### config.mk
export PLATFORM = sky130hd
export DESIGN_NAME = audio_rx_multi
export DESIGN_NICKNAME = d
export VERILOG_FILES = /design/src/rtl/audio_rx_multi.sv
export SDC_FILE = /design/constraint.sdc
export NUM_CORES = 1
export LEC_CHECK = 0
export BUFFER_PORTS_ARGS = -buffer_cell sky130_fd_sc_hd__buf_2
export CORE_MARGIN = 3
export CORE_UTILIZATION = 52
export DETAILED_ROUTE_END_ITERATION = 12
export PLACE_DENSITY = 0.77
export SLEW_MARGIN = 15
export SYNTH_ARGS = -nofsm -noshare
export SYNTH_HDL_FRONTEND = slang
export SYNTH_SLANG_ARGS = --single-unit
### constraint.sdc
create_clock -name clk -period 7.1 [get_ports clk]
set_input_delay 0.355 -clock clk [delete_from_list [all_inputs] [get_ports clk]]
set_output_delay 0.355 -clock clk [all_outputs]
set_load 0.005 [all_outputs]
### src/rtl/audio_rx_multi.sv
module audio_rx_multi #(
  parameter int DW    = 24,
  parameter int SLOTS = 32
) (
  input  logic          clk,
  input  logic          rst_n,
  input  logic          bclk_en,
  input  logic          wclk,
  input  logic          sdata,
  input  logic [1:0]    fmt,
  input  logic [1:0]    wlen,
  output logic [DW-1:0] left_data,
  output logic          left_valid,
  output logic [DW-1:0] right_data,
  output logic          right_valid,
  output logic          frame_err
);

  localparam int CW = $clog2(2*SLOTS);
  localparam int SW = CW - 1;
  localparam logic [1:0] F_I2S = 2'd0, F_LJ = 2'd1, F_RJ = 2'd2, F_DSP = 2'd3;
  localparam logic [CW-1:0] LAST_SLOT = CW'(SLOTS-1);
  localparam logic [CW-1:0] HALF      = CW'(SLOTS);
  localparam logic [CW-1:0] FULL_W    = CW'(DW);

  logic          wc_q, seen, locked;
  logic [CW-1:0] pos_q, pos_inc, pos_n, slot, wbits, amt;
  logic [DW-1:0] sh, sh_n, up;
  logic [DW-1:0] ext;
  logic          edge_det, left_lvl, bad_edge, lock_n, hi, cap_l, cap_r;

  always_comb begin
    case (wlen)
      2'd0:    wbits = CW'(16);
      2'd1:    wbits = CW'(20);
      default: wbits = CW'(24);
    endcase
  end

  assign edge_det = seen && ((fmt == F_DSP) ? (wclk && !wc_q) : (wclk != wc_q));
  assign left_lvl = (fmt == F_I2S) ? !wclk : wclk;
  assign pos_inc  = pos_q + 1'b1;
  assign pos_n    = !edge_det ? pos_inc :
                    ((fmt == F_DSP || left_lvl) ? '0 : HALF);
  assign bad_edge = edge_det && locked && (pos_inc != pos_n);
  assign lock_n   = locked || edge_det;
  assign sh_n     = {sh[DW-2:0], sdata};
  assign slot     = {1'b0, pos_n[SW-1:0]};
  assign hi       = pos_n[SW];

  assign amt = FULL_W - wbits;
  assign up  = sh_n << amt;
  assign ext = DW'($signed(up) >>> amt);

  always_comb begin
    cap_l = 1'b0;
    cap_r = 1'b0;
    case (fmt)
      F_I2S: begin
        cap_l = (slot == wbits) && !hi;
        cap_r = (slot == wbits) &&  hi;
      end
      F_LJ: begin
        cap_l = (slot == wbits - 1'b1) && !hi;
        cap_r = (slot == wbits - 1'b1) &&  hi;
      end
      F_RJ: begin
        cap_l = (slot == LAST_SLOT) && !hi;
        cap_r = (slot == LAST_SLOT) &&  hi;
      end
      default: begin
        cap_l = (pos_n == wbits - 1'b1);
        cap_r = (pos_n == (wbits << 1) - 1'b1);
      end
    endcase
  end

  always_ff @(posedge clk) begin
    if (!rst_n) begin
      wc_q        <= 1'b0;
      seen        <= 1'b0;
      locked      <= 1'b0;
      pos_q       <= '0;
      sh          <= '0;
      left_data   <= '0;
      right_data  <= '0;
      left_valid  <= 1'b0;
      right_valid <= 1'b0;
      frame_err   <= 1'b0;
    end else begin
      left_valid  <= 1'b0;
      right_valid <= 1'b0;
      if (bclk_en) begin
        wc_q   <= wclk;
        seen   <= 1'b1;
        sh     <= sh_n;
        pos_q  <= pos_n;
        locked <= lock_n;
        if (bad_edge) frame_err <= 1'b1;
        if (lock_n && cap_l) begin
          left_data  <= ext;
          left_valid <= 1'b1;
        end
        if (lock_n && cap_r) begin
          right_data  <= ext;
          right_valid <= 1'b1;
        end
      end
    end
  end


  valid_excl_chk: assert property (@(posedge clk) disable iff (!rst_n)
    !(left_valid && right_valid));


  valid_pulse_chk: assert property (@(posedge clk) disable iff (!rst_n)
    (left_valid || right_valid) |=> !(left_valid || right_valid));


  err_sticky_chk: assert property (@(posedge clk) disable iff (!rst_n)
    frame_err |=> frame_err);


  valid_after_en_chk: assert property (@(posedge clk) disable iff (!rst_n)
    (left_valid || right_valid) |-> $past(bclk_en));


  lock_first_chk: assert property (@(posedge clk) disable iff (!rst_n)
    (left_valid || right_valid) |-> locked);


  sext16_chk: assert property (@(posedge clk) disable iff (!rst_n)
    (left_valid && wlen == 2'd0) |-> (&left_data[DW-1:15] || ~|left_data[DW-1:15]));

endmodule

==> reports/qor.csv, run 1 <==
metric;value;unit
outcome;complete, no violations;
DRT antenna net count;0;
ant diodes;0;
Yosys cell types;44;
Port-buffer cells;59;
worst min path class;in2reg;
slowest stage delay, CP;0.67;ns
Top FF cell, synth;dfxtp_1;
P&R area growth vs syn;13.3;%
routed vias;2817;
TritonRoute pass-1 iters;4;
RR Endpoint;right_data[9];
initial antenna violation count;0;
hold-fix buffers at CTS;0;
EDFF count, synth;0;
wirelength, routed;7460;um
fin. max-slew vios;0;
sequential share of the synthesized area;44.4;%
Die ar.;0.00825;sq mm
post-CTS sizing;0;
post-CTS setup repair buffer count;0;
worst r2r src;wc_q;
crit share post-route;47.5;%
Non-Filler Instances;537;
CTS max path bufs;2;
first-pass GRT wire length;12500;um
Hold WS;0.274;ns
Crit Path Category;reg2reg;
Remaining DRCs;0;
FP Rows;30;
reg-to-reg slack, setup;3.73;ns
# fillers;594;
Initial Util;54.4;%
total gr overflow;0;
Hold Path End;left_data[0];
clk_skew;0.0147;ns
initial drt markers;139;
chip height;90.8;um
Setup TNS Final;0;ns
Syn. warnings;0;
leakage power;2.07;nW
count leader, synth;dfxtp_1;
area leader, netlist;dfxtp_1;
Max-Cap Viols;0;
RSZ-0062 raised after global routing;false;
die span in x;90.8;um
Routed WL per cell;13.9;um
Sink Count;83;
top cells by area, synth;dfxtp_1 (44%), mux2i_1 (20%), nand2_1 (6.9%);
Final setup violation count;0;
syn_area_per_cell;9.61;sq um
Placer Congestion;0.913;
startpoint types;flip-flop;
flops & latches, synth;83;
Max Freq;296;MHz
clk_lat worst skew;0.35;ns
hpwl dp;5040;um
mapped cell area;0.00374;sq mm
worst path cell trace;inv_1, ha_1, nor2b_1, nor3_2, inv_1, mux2i_1, mux2i_1, nand3_2, mux2i_1;
Crit Path Max Fanout;24;
H-Tree Level Count;3;
vias in the first global route;2653;
pin count of the biggest net entering global routing;105;
Crit path arrival time;3.64;ns
Peak supply drop;0.106;mV
final hold violations;0;
Core ar.;0.00687;sq mm
critical path required time;7.36;ns
pwr dens;211;mW/mm^2
Worst Reg-to-Reg Cells;9;
cells after synthesis;389;
TritonCTS clock tree;done;
CP Capture Type;flip-flop;
share of layout cells above drive strength 1;19.3;%
worst-margin pin slew;0.908;ns
Num CTS Buffers;9;
crit path max-delay cell type;nand3_2;
most used cell, CP;mux2i_1;
crit path time final;3.37;ns
IO Pins;60;
nets;451;
GRT Util Overall;18.4;%
ys async rst share;0;%
Hold Startpoint;sdata;
vias per cell;5.25;
Post-synth top cells;dfxtp_1 (83), mux2i_1 (76), nand2_1 (69), nor2b_1 (33), clkbuf_1 (15);
total power;0.892;mW
clock-pin slew on the worst setup and hold paths;0.10;ns
slew margin rel.;39.5;%
Cells after DPL;521;
Root Driver;clkbuf_8;
syn_nets;404;
Synth top area share;44.4;%
hold depth;3;
## layer usage
metal	vias up	routed length [um]	global-route usage [%]	part of all wire (%)
li1	1407	-	-	-
met1	1327	3580	25.2	48
met2	69	3440	28.4	46
met3	14	304	4.17	4.1
met4	0	135	7.16	1.8
met5	-	0	0	0
## area by class of cell
class / count / area [sq um] / share of cell area (%)
clock buffer: 10 / 138 / 3.25
sequential: 83 / 1660 / 39.2
clock inverter: 6 / 71.3 / 1.68
inverter: 10 / 37.5 / 0.886
tap: 96 / 120 / 2.83
multi-input combinational: 272 / 1910 / 45.0
timing repair buffer: 60 / 303 / 7.14
## sequential cells by signal (all words and copies together), names as in the netlist
| signal | cells |
|---|---|
| left_data | 24 |
| right_data | 24 |
| sh | 23 |
| frame_err | 1 |
| pos_q | 6 |
| wc_q | 1 |
| right_valid | 1 |
| left_valid | 1 |
| locked | 1 |
| seen | 1 |
## worst max-delay path, delay by kind of cell (launching register included)
| family | cells | cell delay [ns] |
|---|---|---|
| fa+ha+maj | 1 | 0.26 |
| buf+inv | 2 | 0.24 |
| flops | 1 | 0.34 |
| mux | 3 | 1.02 |
| simple gates | 3 | 1.42 |
## cells in the final DEF (no fill, tap or decap), types with 3 or more instances in the layout
cell type / count
o31ai_1: 3
o21ai_0: 12
a21oi_1: 10
nand2_1: 69
nor2_1: 8
inv_1: 10
xnor2_1: 6
nor3_1: 4
and3_1: 3
dfxtp_1: 83
nor2b_1: 33
xor2_1: 4
buf_2: 59
and2_1: 8
clkbuf_8: 10
mux2i_1: 76
ha_1: 6
## report_power, final
part	switching (mW)	total, mW	leakage, nW	internal, mW
sequential	0.00422	0.473	0.670	0.469
clock	0.177	0.352	0.0995	0.175
combinational	0.0412	0.0673	1.30	0.0261
total	0.222	0.892	2.07	0.670
## logic make-up (layout without fill, tap and decap cells)
kind of cell,Yosys count,count (layout),synth area share [%]
flip-flops,83,83,44.4
multiplexers,76,76,20.3
AND/OR/NAND/NOR,140,140,19.0
AO/OA/AOI/OAI,39,39,6.86
XOR/XNOR,11,11,2.78
buffers and inverters,34,86,4.58
adder cells (fa/ha/maj),6,6,2.01
## worst max-delay path by stage
stage	endpoint	slack (ns)	cells after the start	from
finish	right_data[9]	3.73	9	wc_q
global route	right_data[9]	3.40	9	wc_q
CTS	right_data[9]	3.73	9	wc_q
detailed placement	right_data[6]	3.60	9	fmt[0]
global placement	right_data[12]	3.79	10	fmt[0]
floorplan	right_data[16]	4.70	11	fmt[0]
## through the flow
step,area [sq um],setup slack [ns],util [%]
after CTS,4240,3.73,61.7
after floorplan,3740,4.70,-
final,4240,3.73,61.7
after detailed placement,4030,3.60,58.7
after global routing,4240,3.40,61.7
after global placement,4030,3.79,58.7
No activity file was read; power rests on OpenSTA's default activity.
==> run 2: changes to the inputs <==
--- a/config.mk
+++ b/config.mk
@@ -5,11 +5,12 @@
 export SDC_FILE = /design/constraint.sdc
 export NUM_CORES = 1
 export LEC_CHECK = 0
+export ABC_AREA = 1
 export BUFFER_PORTS_ARGS = -buffer_cell sky130_fd_sc_hd__buf_2
 export CORE_MARGIN = 3
-export CORE_UTILIZATION = 52
+export CORE_UTILIZATION = 51
 export DETAILED_ROUTE_END_ITERATION = 12
-export PLACE_DENSITY = 0.77
+export PLACE_DENSITY = 0.79
 export SLEW_MARGIN = 15
 export SYNTH_ARGS = -nofsm -noshare
 export SYNTH_HDL_FRONTEND = slang
==> constraint.sdc (replaced) <==
create_clock -name clk -period 2.75 [get_ports clk]
set_input_delay 0.1375 -clock clk [delete_from_list [all_inputs] [get_ports clk]]
set_output_delay 0.1375 -clock clk [all_outputs]
set_load 0.005 [all_outputs]
==> reports/qor.csv, run 2 <==
metric;value;unit;change
outcome;complete, no violations;;unchanged
chip height;92.9;um;was 90.8 um
CTS max path bufs;2;;unchanged
Met1 Wirelength;3840;um;was 3580 um
most frequent cells in the layout;nor2_1 (151), nand2_1 (147), dfxtp_1 (83), inv_1 (82), buf_2 (59);;was dfxtp_1 (83), mux2i_1 (76), nand2_1 (69), buf_2 (59), nor2b_1 (33)
Die ar.;0.00862;sq mm;was 0.00825 sq mm
syn_area_per_cell;6.51;sq um;was 9.61 sq um
Syn. warnings;0;;unchanged
post-CTS sizing;0;;unchanged
EDFF count, synth;0;;unchanged
flops & latches, synth;83;;unchanged
P&R area growth vs syn;13.4;%;was 13.3%
H-Tree Level Count;3;;unchanged
post-CTS setup repair buffer count;0;;unchanged
clock-pin slew on the worst setup and hold paths;0.09;ns;was 0.10 ns
Non-Filler Instances;745;;was 537
count leader, synth;nor2_1;;was dfxtp_1
Port-buffer cells;59;;unchanged
Hold Startpoint;sdata;;unchanged
share of layout cells above drive strength 1;14.4;%;was 19.3%
leakage power;2.41;nW;was 2.07 nW
vias in the first global route;3296;;was 2653
worst-margin pin slew;0.785;ns;was 0.908 ns
worst r2r src;pos_q[0];;was wc_q
hpwl dp;5710;um;was 5040 um
Max-Cap Viols;0;;unchanged
Crit path arrival time;2.67;ns;was 3.64 ns
Num CTS Buffers;9;;unchanged
Max Freq;415;MHz;was 296 MHz
wirelength, routed;8400;um;was 7460 um
length of routed met3 wiring;395;um;was 304 um
GRT Util Overall;20.2;%;was 18.4%
startpoint types;flip-flop;;unchanged
Synth top area share;43.2;%;was 44.4%
syn_nets;606;;was 404
fin util;59.8;%;was 61.7%
ant diodes;0;;unchanged
pin count of the biggest net entering global routing;47;;was 105
Yosys cell types;32;;was 44
mapped cell area;0.00385;sq mm;was 0.00374 sq mm
Remaining DRCs;0;;unchanged
biggest regs;left_data x24, right_data x24, sh x23;;unchanged
Internal;1.69;mW;was 0.670 mW
Root Driver;clkbuf_8;;unchanged
cells after synthesis;591;;was 389
Core ar.;0.00729;sq mm;was 0.00687 sq mm
first-pass GRT wire length;14200;um;was 12500 um
Sw Share;29.4;%;was 24.9%
crit path time final;2.41;ns;was 3.37 ns
fin. max-slew vios;0;;unchanged
crit share post-route;87.5;%;was 47.5%
ys async rst share;0;%;unchanged
area leader, netlist;dfxtp_1;;unchanged
clk_lat worst skew;0.36;ns;was 0.35 ns
Placer Congestion;0.901;;was 0.913
critical path required time;3.01;ns;was 7.36 ns
DRT antenna net count;0;;unchanged
Post-synth top cells;nor2_1 (151), nand2_1 (147), dfxtp_1 (83), inv_1 (82), o21ai_0 (31);;was dfxtp_1 (83), mux2i_1 (76), nand2_1 (69), nor2b_1 (33), clkbuf_1 (15)
TritonRoute pass-1 iters;5;;was 4
vias per cell;4.84;;was 5.25
CP Capture Type;flip-flop;;unchanged
pwr dens;547;mW/mm^2;was 211 mW/mm^2
nets;656;;was 451
RSZ-0062 raised after global routing;false;;unchanged
NetSw;0.703;mW;was 0.222 mW
Sink Count;83;;unchanged
initial antenna violation count;0;;unchanged
Cells after DPL;729;;was 521
worst min path class;in2reg;;unchanged
top cells by area, synth;dfxtp_1 (43%), nor2_1 (15%), nand2_1 (14%);;was dfxtp_1 (44%), mux2i_1 (20%), nand2_1 (6.9%)
routed vias;3606;;was 2817
commonest non-fill, non-tap cell in the layout;nor2_1;;was dfxtp_1
top sig layer;met4;;unchanged
Crit Path Category;reg2reg;;unchanged
FP Rows;31;;was 30
Hold WS;0.0789;ns;was 0.274 ns
Logic pwr share;12.1;%;was 7.5%
initial drt markers;211;;was 139
Initial Util;52.8;%;was 54.4%
TritonCTS clock tree;done;;unchanged
Peak supply drop;0.251;mV;was 0.106 mV
Final setup violation count;0;;unchanged
clk_skew;0.00596;ns;was 0.0147 ns
Clk pwr share;34.0;%;was 39.5%
IO Pins;60;;unchanged
share of power burned in registers;54.0;%;was 53.0%
Top FF cell, synth;dfxtp_1;;unchanged
total gr overflow;0;;unchanged
sequential share of the synthesized area;43.2;%;was 44.4%
crit path launch;pos_q[0];;was wc_q
Crit Path Max Fanout;46;;was 24
slew margin rel.;47.3;%;was 39.5%
die span in x;92.9;um;was 90.8 um
hold-fix buffers at CTS;0;;unchanged
final hold violations;0;;unchanged
Setup TNS Final;0;ns;unchanged
Met2 Wirelength;3990;um;was 3440 um
Routed WL per cell;11.3;um;was 13.9 um
==> run 2: changes by cell type in the layout (fill, tap and decap cells not counted), moves of 5 or more <==
cell and change:
and2_1 -8, inv_1 +72, mux2i_1 -76, nand2_1 +78, nand3_1 +16, nand4_1 +10, nor2_1 +143, nor2b_1 -33
o21ai_0 +19, xnor2_1 -5
==> run 2: kinds of logic after synthesis <==
logic type               count (synthesis)  synth area share, %
buffers and inverters                  112                 11.6
adder cells (fa/ha/maj)                  6                 1.95
AO/OA/AOI/OAI                           49                 6.70
AND/OR/NAND/NOR                        339                 36.1
XOR/XNOR                                 2                0.455
flip-flops                              83                 43.2
==> run 2: worst max-delay path, stage by stage, from the launching register on <==
cell,delay (ns)
dfxtp_1,0.50
ha_1,0.26
xor2_1,0.23
nand2_1,0.14
inv_1,0.09
nand2_1,0.05
nand3_1,0.08
nor2_1,0.04
nand2_1,0.09
nand2_4,0.11
nand3_4,0.07
buf_4,0.40
nand2_1,0.10
nand2_1,0.08
nor2_1,0.04
==> run 2: path summary, 6_finish.rpt <==
check	endpoint	slack (ns)	cells after the start
min	sh[0]	0.08	3
max	left_data[14]	0.34	14
max reg2reg	left_data[14]	0.34	14
min reg2reg	frame_err	0.46	2
==> run 2: power by group through the flow <==
| stage | combinational, mW | clock [mW] | sequential (mW) |
|---|---|---|---|
| 5_1_grt | 0.333 | 0.878 | 1.29 |
| 2_1_floorplan | 0.220 | 0 | 1.31 |
| 6_report | 0.288 | 0.811 | 1.29 |
| 3_5_place_dp | 0.287 | 0 | 1.32 |
| 3_3_place_gp | 0.278 | 0 | 1.31 |
| 4_1_cts | 0.288 | 0.828 | 1.29 |
==> run 2: cell type report <==
cell class,instances,area (sq um)
Inverter,87,327
Timing Repair Buffer,64,333
Sequential cell,83,1660
Multi-Input combinational cell,396,1740
Clock inverter,6,50.0
Tap cell,99,124
Clock buffer,10,128
Fill cell,703,2930
==> run 2: per-layer routing <==
metal	GRT usage, %	up-vias
met2	34.5	102
met1	24.6	1609
li1	-	1881
met5	0	-
met4	9.40	0
met3	3.66	14
==> run 2: stage by stage <==
step	setup WS, ns	instance area [sq um]	total power [mW]
4_1_cts	0.384	4360	2.40
3_5_place_dp	0.398	4190	1.60
6_report	0.343	4360	2.39
2_1_floorplan	0.804	3850	1.52
3_3_place_gp	0.435	4190	1.59
5_1_grt	0.0895	4360	2.51
